[src/rtl/dcr_pkg.sv]
package dcr_pkg;
  localparam int unsigned CH_PER_DEV    = 8;
  localparam int unsigned WORD_W        = 24;
  localparam int unsigned WORDS_PER_DEV = CH_PER_DEV + 1;
  localparam int unsigned BITS_PER_DEV  = WORDS_PER_DEV * WORD_W;
  localparam int unsigned CMD_BITS      = 24;

  // total SCLK pulses for one chain frame
  function automatic int unsigned frame_bits(input int unsigned ndev);
    return ndev * BITS_PER_DEV;
  endfunction

  // global channel number of word 'word' (1..8) in device segment 'dev'
  function automatic int unsigned chan_index(input int unsigned dev,
                                             input int unsigned word);
    return dev * CH_PER_DEV + word - 1;
  endfunction
endpackage

[src/rtl/dcr_edge_sync.sv]
module dcr_edge_sync (
  input  logic clk,
  input  logic rst_n,
  input  logic din_n,
  output logic fall
);
  logic s1, s2, s3;

  always_ff @(posedge clk or negedge rst_n) begin
    if (!rst_n) begin
      s1 <= 1'b1;
      s2 <= 1'b1;
      s3 <= 1'b1;
    end else begin
      s1 <= din_n;
      s2 <= s1;
      s3 <= s2;
    end
  end

  assign fall = s3 & ~s2;

  // one edge on the line gives one start event
  p_single_event_r2: assert property (@(posedge clk) disable iff (!rst_n)
    fall |=> !fall);
endmodule

[src/rtl/dcr_sclk_engine.sv]
module dcr_sclk_engine #(
  parameter int CNT_W = 10,
  parameter int SW    = 24
) (
  input  logic             clk,
  input  logic             rst_n,
  input  logic             start,
  input  logic [CNT_W-1:0] len,
  input  logic [SW-1:0]    load_word,
  output logic             sclk,
  output logic             cs_n,
  output logic             mosi,
  output logic             bit_stb,
  output logic             done,
  output logic             busy
);
  typedef enum logic [1:0] {E_IDLE, E_SHIFT, E_TAIL} est_t;

  est_t             st;
  logic             sclk_q, cs_q, mosi_q;
  logic [CNT_W-1:0] left;
  logic [SW-1:0]    sh;

  always_ff @(posedge clk or negedge rst_n) begin
    if (!rst_n) begin
      st     <= E_IDLE;
      sclk_q <= 1'b0;
      cs_q   <= 1'b1;
      mosi_q <= 1'b0;
      left   <= '0;
      sh     <= '0;
    end else begin
      unique case (st)
        E_IDLE: if (start) begin
          st     <= E_SHIFT;
          cs_q   <= 1'b0;
          sclk_q <= 1'b0;
          left   <= len;
          sh     <= load_word;
        end
        E_SHIFT: begin
          if (!sclk_q) begin
            sclk_q <= 1'b1;
            mosi_q <= sh[SW-1];
            sh     <= {sh[SW-2:0], 1'b0};
          end else begin
            sclk_q <= 1'b0;
            left   <= left - 1'b1;
            if (left == CNT_W'(1)) st <= E_TAIL;
          end
        end
        E_TAIL: begin
          cs_q   <= 1'b1;
          mosi_q <= 1'b0;
          st     <= E_IDLE;
        end
        default: st <= E_IDLE;
      endcase
    end
  end

  assign sclk    = sclk_q;
  assign cs_n    = cs_q;
  assign mosi    = mosi_q;
  assign bit_stb = (st == E_SHIFT) && sclk_q;
  assign done    = (st == E_TAIL);
  assign busy    = (st != E_IDLE);

  // SCLK edges only inside a chip-select window
  p_clk_in_frame_r2: assert property (@(posedge clk) disable iff (!rst_n)
    $rose(sclk_q) |-> !cs_q);
  // a transfer starts only from idle, which follows a high chip select
  p_start_idle_r10: assert property (@(posedge clk) disable iff (!rst_n)
    start |-> (st == E_IDLE) && cs_q);
  p_len_nonzero_r2: assert property (@(posedge clk) disable iff (!rst_n)
    start |-> (len != '0));
endmodule

[src/rtl/dcr_frame_split.sv]
module dcr_frame_split #(
  parameter int NDEV = 4,
  parameter int CHW  = 5
) (
  input  logic           clk,
  input  logic           rst_n,
  input  logic           frame_start,
  input  logic           bit_stb,
  input  logic           bit_in,
  input  logic           fifo_full,
  output logic           wr_en,
  output logic [23:0]    wr_data,
  output logic [CHW-1:0] wr_chan,
  output logic           overflow
);
  localparam int DEVW = (NDEV > 1) ? $clog2(NDEV) : 1;
  localparam int LASTW = dcr_pkg::WORDS_PER_DEV - 1;

  logic [4:0]      bit_cnt;
  logic [3:0]      word_cnt;
  logic [DEVW-1:0] dev_cnt;
  logic [22:0]     sh;

  // named internal events
  logic           word_done, is_status, push_now, drop_now;
  logic [CHW-1:0] chan_now;

  assign word_done = bit_stb && (bit_cnt == 5'd23);
  assign is_status = (word_cnt == 4'd0);
  assign push_now  = word_done && !is_status && !fifo_full;
  assign drop_now  = word_done && !is_status && fifo_full;
  assign chan_now  = CHW'(dcr_pkg::chan_index(32'(dev_cnt), 32'(word_cnt)));

  always_ff @(posedge clk or negedge rst_n) begin
    if (!rst_n) begin
      bit_cnt  <= '0;
      word_cnt <= '0;
      dev_cnt  <= '0;
      sh       <= '0;
      wr_en    <= 1'b0;
      wr_data  <= '0;
      wr_chan  <= '0;
      overflow <= 1'b0;
    end else begin
      wr_en <= 1'b0;
      if (frame_start) begin
        bit_cnt  <= '0;
        word_cnt <= '0;
        dev_cnt  <= '0;
      end else if (bit_stb) begin
        sh <= {sh[21:0], bit_in};
        if (word_done) begin
          bit_cnt <= '0;
          if (word_cnt == 4'(LASTW)) begin
            word_cnt <= '0;
            dev_cnt  <= dev_cnt + 1'b1;
          end else begin
            word_cnt <= word_cnt + 1'b1;
          end
        end else begin
          bit_cnt <= bit_cnt + 1'b1;
        end
      end
      if (push_now) begin
        wr_en   <= 1'b1;
        wr_data <= {sh, bit_in};
        wr_chan <= chan_now;
      end
      if (drop_now) overflow <= 1'b1;
    end
  end

  // never write while the FIFO reported full
  p_no_push_full_r5: assert property (@(posedge clk) disable iff (!rst_n)
    wr_en |-> !$past(fifo_full));
  // overflow is sticky
  p_ovf_sticky_r6: assert property (@(posedge clk) disable iff (!rst_n)
    overflow |=> overflow);
  // a completed status word produces no write
  p_status_dropped_r3: assert property (@(posedge clk) disable iff (!rst_n)
    (word_done && is_status) |=> !wr_en);
  // channel number stays inside the chain
  p_chan_range_r4: assert property (@(posedge clk) disable iff (!rst_n)
    wr_en |-> (32'(wr_chan) < NDEV * 8));
endmodule

[src/rtl/daisy_adc_reader.sv]
module daisy_adc_reader #(
  parameter int NDEV = 4,
  localparam int CHW = $clog2(NDEV * 8)
) (
  input  logic           clk,
  input  logic           rst_n,
  input  logic           drdy_n,
  input  logic           adc_dout,
  output logic           sclk,
  output logic           cs_n,
  output logic           adc_din,
  input  logic           cmd_valid,
  input  logic [23:0]    cmd_word,
  output logic           cmd_ready,
  input  logic           fifo_full,
  output logic           fifo_wr_en,
  output logic [23:0]    fifo_wr_data,
  output logic [CHW-1:0] fifo_wr_chan,
  output logic           overflow
);
  localparam int unsigned FRAME_BITS = dcr_pkg::frame_bits(NDEV);
  localparam int CNT_W = $clog2(FRAME_BITS + 1);

  logic             rdy_fall, pend, rd_mode;
  logic             eng_busy, eng_done, bit_stb;
  logic             start_rd, start_cmd;
  logic [CNT_W-1:0] len;
  logic [23:0]      load_word;

  dcr_edge_sync u_sync (
    .clk   (clk),
    .rst_n (rst_n),
    .din_n (drdy_n),
    .fall  (rdy_fall)
  );

  assign start_rd  = !eng_busy && pend;
  assign cmd_ready = !eng_busy && !pend;
  assign start_cmd = cmd_ready && cmd_valid;
  assign len       = start_rd ? CNT_W'(FRAME_BITS) : CNT_W'(dcr_pkg::CMD_BITS);
  assign load_word = start_rd ? 24'd0 : cmd_word;

  always_ff @(posedge clk or negedge rst_n) begin
    if (!rst_n) begin
      pend    <= 1'b0;
      rd_mode <= 1'b0;
    end else begin
      if (rdy_fall)      pend <= 1'b1;
      else if (start_rd) pend <= 1'b0;
      if (start_rd)       rd_mode <= 1'b1;
      else if (start_cmd) rd_mode <= 1'b0;
    end
  end

  dcr_sclk_engine #(.CNT_W(CNT_W), .SW(24)) u_eng (
    .clk       (clk),
    .rst_n     (rst_n),
    .start     (start_rd || start_cmd),
    .len       (len),
    .load_word (load_word),
    .sclk      (sclk),
    .cs_n      (cs_n),
    .mosi      (adc_din),
    .bit_stb   (bit_stb),
    .done      (eng_done),
    .busy      (eng_busy)
  );

  dcr_frame_split #(.NDEV(NDEV), .CHW(CHW)) u_split (
    .clk         (clk),
    .rst_n       (rst_n),
    .frame_start (start_rd),
    .bit_stb     (bit_stb && rd_mode),
    .bit_in      (adc_dout),
    .fifo_full   (fifo_full),
    .wr_en       (fifo_wr_en),
    .wr_data     (fifo_wr_data),
    .wr_chan     (fifo_wr_chan),
    .overflow    (overflow)
  );

  // clock parked low outside chip select
  p_sclk_idle_r10: assert property (@(posedge clk) disable iff (!rst_n)
    cs_n |-> !sclk);
  // an accepted command opens a chip-select window next cycle
  p_cmd_start_r7: assert property (@(posedge clk) disable iff (!rst_n)
    (cmd_valid && cmd_ready) |=> !cs_n);
  // command line quiet during reads
  p_din_quiet_r8: assert property (@(posedge clk) disable iff (!rst_n)
    (!cs_n && rd_mode) |-> !adc_din);
  // a finished transfer with a pending read goes straight to the read
  p_pending_kept_r9: assert property (@(posedge clk) disable iff (!rst_n)
    (eng_done && pend) |=> start_rd);
endmodule

[config.mk]
export PLATFORM = sky130hd
export DESIGN_NAME = daisy_adc_reader
export DESIGN_NICKNAME = d
export VERILOG_FILES = /design/src/rtl/dcr_pkg.sv /design/src/rtl/dcr_edge_sync.sv /design/src/rtl/dcr_sclk_engine.sv /design/src/rtl/dcr_frame_split.sv /design/src/rtl/daisy_adc_reader.sv
export SDC_FILE = /design/constraint.sdc
export NUM_CORES = 1
export LEC_CHECK = 0
export ABC_AREA = 0
export BUFFER_PORTS_ARGS = -buffer_cell sky130_fd_sc_hd__buf_2
export CORE_MARGIN = 5
export CORE_UTILIZATION = 45
export CTS_CLUSTER_DIAMETER = 60
export CTS_CLUSTER_SIZE = 20
export DETAILED_ROUTE_END_ITERATION = 16
export GPL_ROUTABILITY_DRIVEN = 1
export PLACE_DENSITY_LB_ADDON = 0.15
export SYNTH_ARGS = -nofsm -noshare
export SYNTH_HDL_FRONTEND = slang
export SYNTH_SLANG_ARGS = --single-unit
[constraint.sdc]
create_clock -name clk -period 2 [get_ports clk]
set_input_delay 0.6 -clock clk [delete_from_list [all_inputs] [get_ports clk]]
set_output_delay 0.6 -clock clk [all_outputs]
set_load 0.01 [all_outputs]
==> results.md <==
- The first global-routing pass estimated around 17000 um of wire.
- The instance count of the mapped netlist is 478.
- After synthesis the cells add up to 4820 sq um.
- The H-tree level count is 3.
- The number of buffers inserted by port buffering is 64.
- The worst stage delay on the critical path is approximately 0.43 ns.
- The total wire length after detailed routing is 9930 um.
- The number of diodes is 0.
- The number of warning messages in the yosys log is 0.
- Grouping stages by cell kind, the critical path spends the most delay in flip-flops.
- The critical path goes through or2_4, nor2_2, buf_2.
- The power share of the combinational group is approximately 15%.
- The via count of the first global-routing pass is 3584.
- The clock root buffer is sky130_fd_sc_hd__clkbuf_8.
- The total count of max-transition violations in the final report came to 0.
- The wire-length estimate of the detail-placed layout is ~6600 um.
- The final RePlAce weighted congestion is 0.760.
- The slowest cell on the critical path is sky130_fd_sc_hd__dfrtp_2.
- The overall die area is roughly 13000 sq um.
- The worst register-to-register path has a depth of 6.
- The count of cells in the finished layout, fillers not included, comes to between 600 and 700.
- The startpoint of the most critical register-to-register path is u_split.word_cnt[1].
- The critical path starts at u_eng.st[0].
- The clock passes through at most 2 buffers.
- The cell type with the largest total area after synthesis is sky130_fd_sc_hd__dfrtp_1.
- The first detailed-routing pass ran for 5 iterations.
- The final layout contains roughly 590 nets.
- Hold is met by between 0.1 and 0.15 ns.
- The internal portion of total power is ~3.4 mW.
- The remaining global-route overflow is 0.
- The number of buffers added by the clock tree synthesis step is 9.
- Counting flops with a built-in enable in the synthesized netlist gives 0.
- The floorplan step set the die height to about 110 um.
- In the synthesized netlist the dominant register cell turns out to be sky130_fd_sc_hd__dfrtp_1.
- Of the available clock period, the critical path in the final layout requires between 90 and 100%.
- The total power of the final layout is slightly below 5 mW.
- The analysis attributes to cell leakage a power of a little under 3 nW.
- The overall global routing resource usage is between 15 and 20%.
- In this run, distinct cell masters in the synthesized netlist total 49.
- The element type at the critical path start is a flip-flop.
- The routed layout has 3626 vias.
- The floorplan has 37 rows.
- The clock network burns 28.6% of the power.
- Of the synthesized area, sequential elements account for a little under three fifths.
- The slew at the pin closest to its max-slew limit is 0.666 ns.
- For this design the ratio of total power to cell area is between 800 and 900 nW/um^2.
- After the first detailed-routing iteration, the DRC count stood at approximately 240.
- STA puts the critical path data arrival time at between 1 and 1.5 ns.
- The run finished with clean final reports.
- Counting buffers and inverters, the worst setup path is 3 cells deep.
- In the synthesized netlist, the cells that appear most often are sky130_fd_sc_hd__nand2_1 (112), sky130_fd_sc_hd__dfrtp_1 (105), sky130_fd_sc_hd__nor2_1 (42).
- Synthesis produced a netlist with a net count of approximately 520.
- The post-detailed-route DRC marker count is 0.
- For the worst setup path, the data required time is about 1.4 ns.
- Clock latency on the worst-skew pair, taken at its later pin, is about 0.37 ns.
- Adding up every negative setup slack in the final design gives 0 ns.
- Setup repair after global routing left no endpoint under its margin.
- Once detail routing completed, the nets flagged for antenna violations numbered 0.
- The path class of the tightest hold or removal check is primary input to async pin.
- The number of placed instances with taps included is 671.
- The worst pin sits at a relative slew slack of a little under three fifths.
- After synthesis the netlist holds a flip-flop and latch count of about 110.
- Summed over all nets, the switching power comes to ~1.4 mW.
- Net switching is 28.9% of the power.
- Ranked by total cell area, the synthesized netlist is headed by sky130_fd_sc_hd__dfrtp_1 (55%), sky130_fd_sc_hd__nand2_1 (8.7%), sky130_fd_sc_hd__mux2_2 (5.8%).
- The number of buffers and inverters on the critical path is 1.
- The initial antenna violation count is 0.
- During I/O placement, the number of pins put on the boundary was 65.
- The CTS tree is built.
- The largest driver fanout on the critical path is 5.
- For this design, the sink count on the clock tree is 109.
- For this run, the top clock speed supported by timing is around 0.52 GHz.
- Summed over its instances, the top area cell type makes up 54.6% of the synthesized netlist area.
- In this run the mean area of a mapped cell was a little over 10 sq um.
- The post-synthesis async set-or-reset flop share is between 90% and 100%.
- The hold violation count in the final report is 0.
- The max-cap check violation count is 0.
- The CTS clock-pin slew for the worst setup and hold paths is 0.11 ns.
- The post-route clock skew is approximately 0.012 ns.
- The maximum number of pins on one net before global-route repair is 50.
- The type of element capturing the critical path is an output pin.
- The placeable core region is between 10000 and 15000 sq um.
- In this run, post-CTS hold repair placed 0 buffers.
- After detailed routing, the average wire length per cell comes to 14.3 um.
- VDD sags by at most 0.390 mV.
- Dividing the detail-routed via count by the number of cells gives roughly 5.2.
- The final setup violation count is 0.
- The share of post-route cells with drive strength above 1 is about a quarter.
- The routed design could run at a clock period as short as about 1.9 ns.
- The number of fill cells in the layout is about 960.
- Sequential cells account for between 50% and 60% of the total power.
- The setup check on the worst reg-to-reg path leaves a slack of around 0.17 ns.
- The critical setup path kind is flip-flop to output pin.
- Compared with the post-synthesis result, the final layout area differs by 18.4%.
- The final cell utilization of the core is between 50 and 60%.
- The width of the die is 113 um.
- The most frequent cell after synthesis is sky130_fd_sc_hd__nand2_1.
- For this configuration, the core starts out at a cell density of 46.4%.
-- power by group through the flow --
stage	Combinational, mW	Clock, mW	Sequential [mW]
6_report	0.738	1.38	2.71
5_1_grt	0.855	1.53	2.75
4_1_cts	0.736	1.44	2.71
3_5_place_dp	0.734	0	2.75
3_3_place_gp	0.710	0	2.74
2_1_floorplan	0.486	0	2.71
-- cell usage in the layout, fill, tap and decap left out, types with 4 or more instances in the layout --
cell type / count
sky130_fd_sc_hd__nand3_1: 29
sky130_fd_sc_hd__dfrtp_1: 104
sky130_fd_sc_hd__mux2_2: 25
sky130_fd_sc_hd__nor2_1: 41
sky130_fd_sc_hd__buf_2: 63
sky130_fd_sc_hd__xnor2_1: 4
sky130_fd_sc_hd__buf_12: 4
sky130_fd_sc_hd__a31oi_1: 28
sky130_fd_sc_hd__inv_1: 12
sky130_fd_sc_hd__nand2_1: 112
sky130_fd_sc_hd__dfstp_2: 4
sky130_fd_sc_hd__o21ai_0: 18
sky130_fd_sc_hd__ha_1: 10
sky130_fd_sc_hd__clkbuf_8: 9
sky130_fd_sc_hd__a21oi_1: 9
sky130_fd_sc_hd__buf_4: 24
-- stage by stage --
step	instance area [sq um]	worst slack (ns)
final	5700	0.0847
after global routing	5700	0.00675
after CTS	5600	0.0112
after detailed placement	5400	-0.0324
after global placement	5400	0.0332
after floorplan	4820	0.0315
-- worst register-to-register path: stages (launching register included) --
cell	delay [ns]
sky130_fd_sc_hd__dfrtp_1	0.39
sky130_fd_sc_hd__inv_1	0.08
sky130_fd_sc_hd__ha_1	0.17
sky130_fd_sc_hd__or3b_4	0.42
sky130_fd_sc_hd__nand4b_4	0.14
sky130_fd_sc_hd__buf_12	0.17
sky130_fd_sc_hd__mux2_2	0.35
-- registers in the layout (all words and copies together) (netlist names) --
signal            count
u_eng.sh             24
u_split.wr_data      24
u_split.sh           23
u_eng.left           10
u_split.bit_cnt       5
u_split.wr_chan       5
u_split.word_cnt      4
u_eng.st              2
u_split.dev_cnt       2
pend                  1
rd_mode               1
u_eng.cs_n            1
u_eng.mosi            1
u_eng.sclk            1
u_split.overflow      1
u_split.wr_en         1
u_sync.s1             1
u_sync.s2             1
u_sync.s3             1
-- path summary, 6_finish.rpt --
check | endpoint
min in group clk | u_sync.s1
hold reg to reg | u_sync.s2
setup reg to reg | u_split.wr_data[6]
max in group asynchronous | u_split.word_cnt[0]
setup / recovery | cmd_ready
hold / removal | u_split.wr_data[18]
-- timing repair --
item | 4_1_cts | 5_1_grt
gates resized for setup | 0 | 6
endpoints found under the setup margin | 0 | 50
buffers inserted | 0 | 5
-- metal layers --
| metal | share of wire (%) | GRT usage, % | up-vias |
|---|---|---|---|
| met3 | 4.8 | 3.61 | 15 |
| met2 | 46 | 25.9 | 79 |
| li1 | - | - | 1784 |
| met4 | 1.5 | 5.13 | 0 |
| met1 | 48 | 20.6 | 1748 |
| met5 | 0 | 0 | - |
-- cells by family (layout without fill, tap and decap cells) --
logic type | after synthesis | count (layout) | synth area share (%)
xor+xnor | 7 | 7 | 1.27
mux | 25 | 25 | 5.85
flops | 109 | 109 | 56.7
compound gates | 76 | 77 | 10.2
fa+ha+maj | 11 | 11 | 3.01
buf+inv | 41 | 120 | 3.92
simple gates | 209 | 209 | 19.0
-- final cells by class --
cell class | count | area [sq um] | share of cell area (%)
sequential | 109 | 2730 | 48.0
multi-input combinational | 329 | 1950 | 34.1
timing repair buffer | 92 | 601 | 10.5
tap | 136 | 170 | 2.99
clock buffer | 10 | 128 | 2.24
clock inverter | 6 | 77.6 | 1.36
inverter | 12 | 45.0 | 0.790
(Power assumes the default switching activity.)
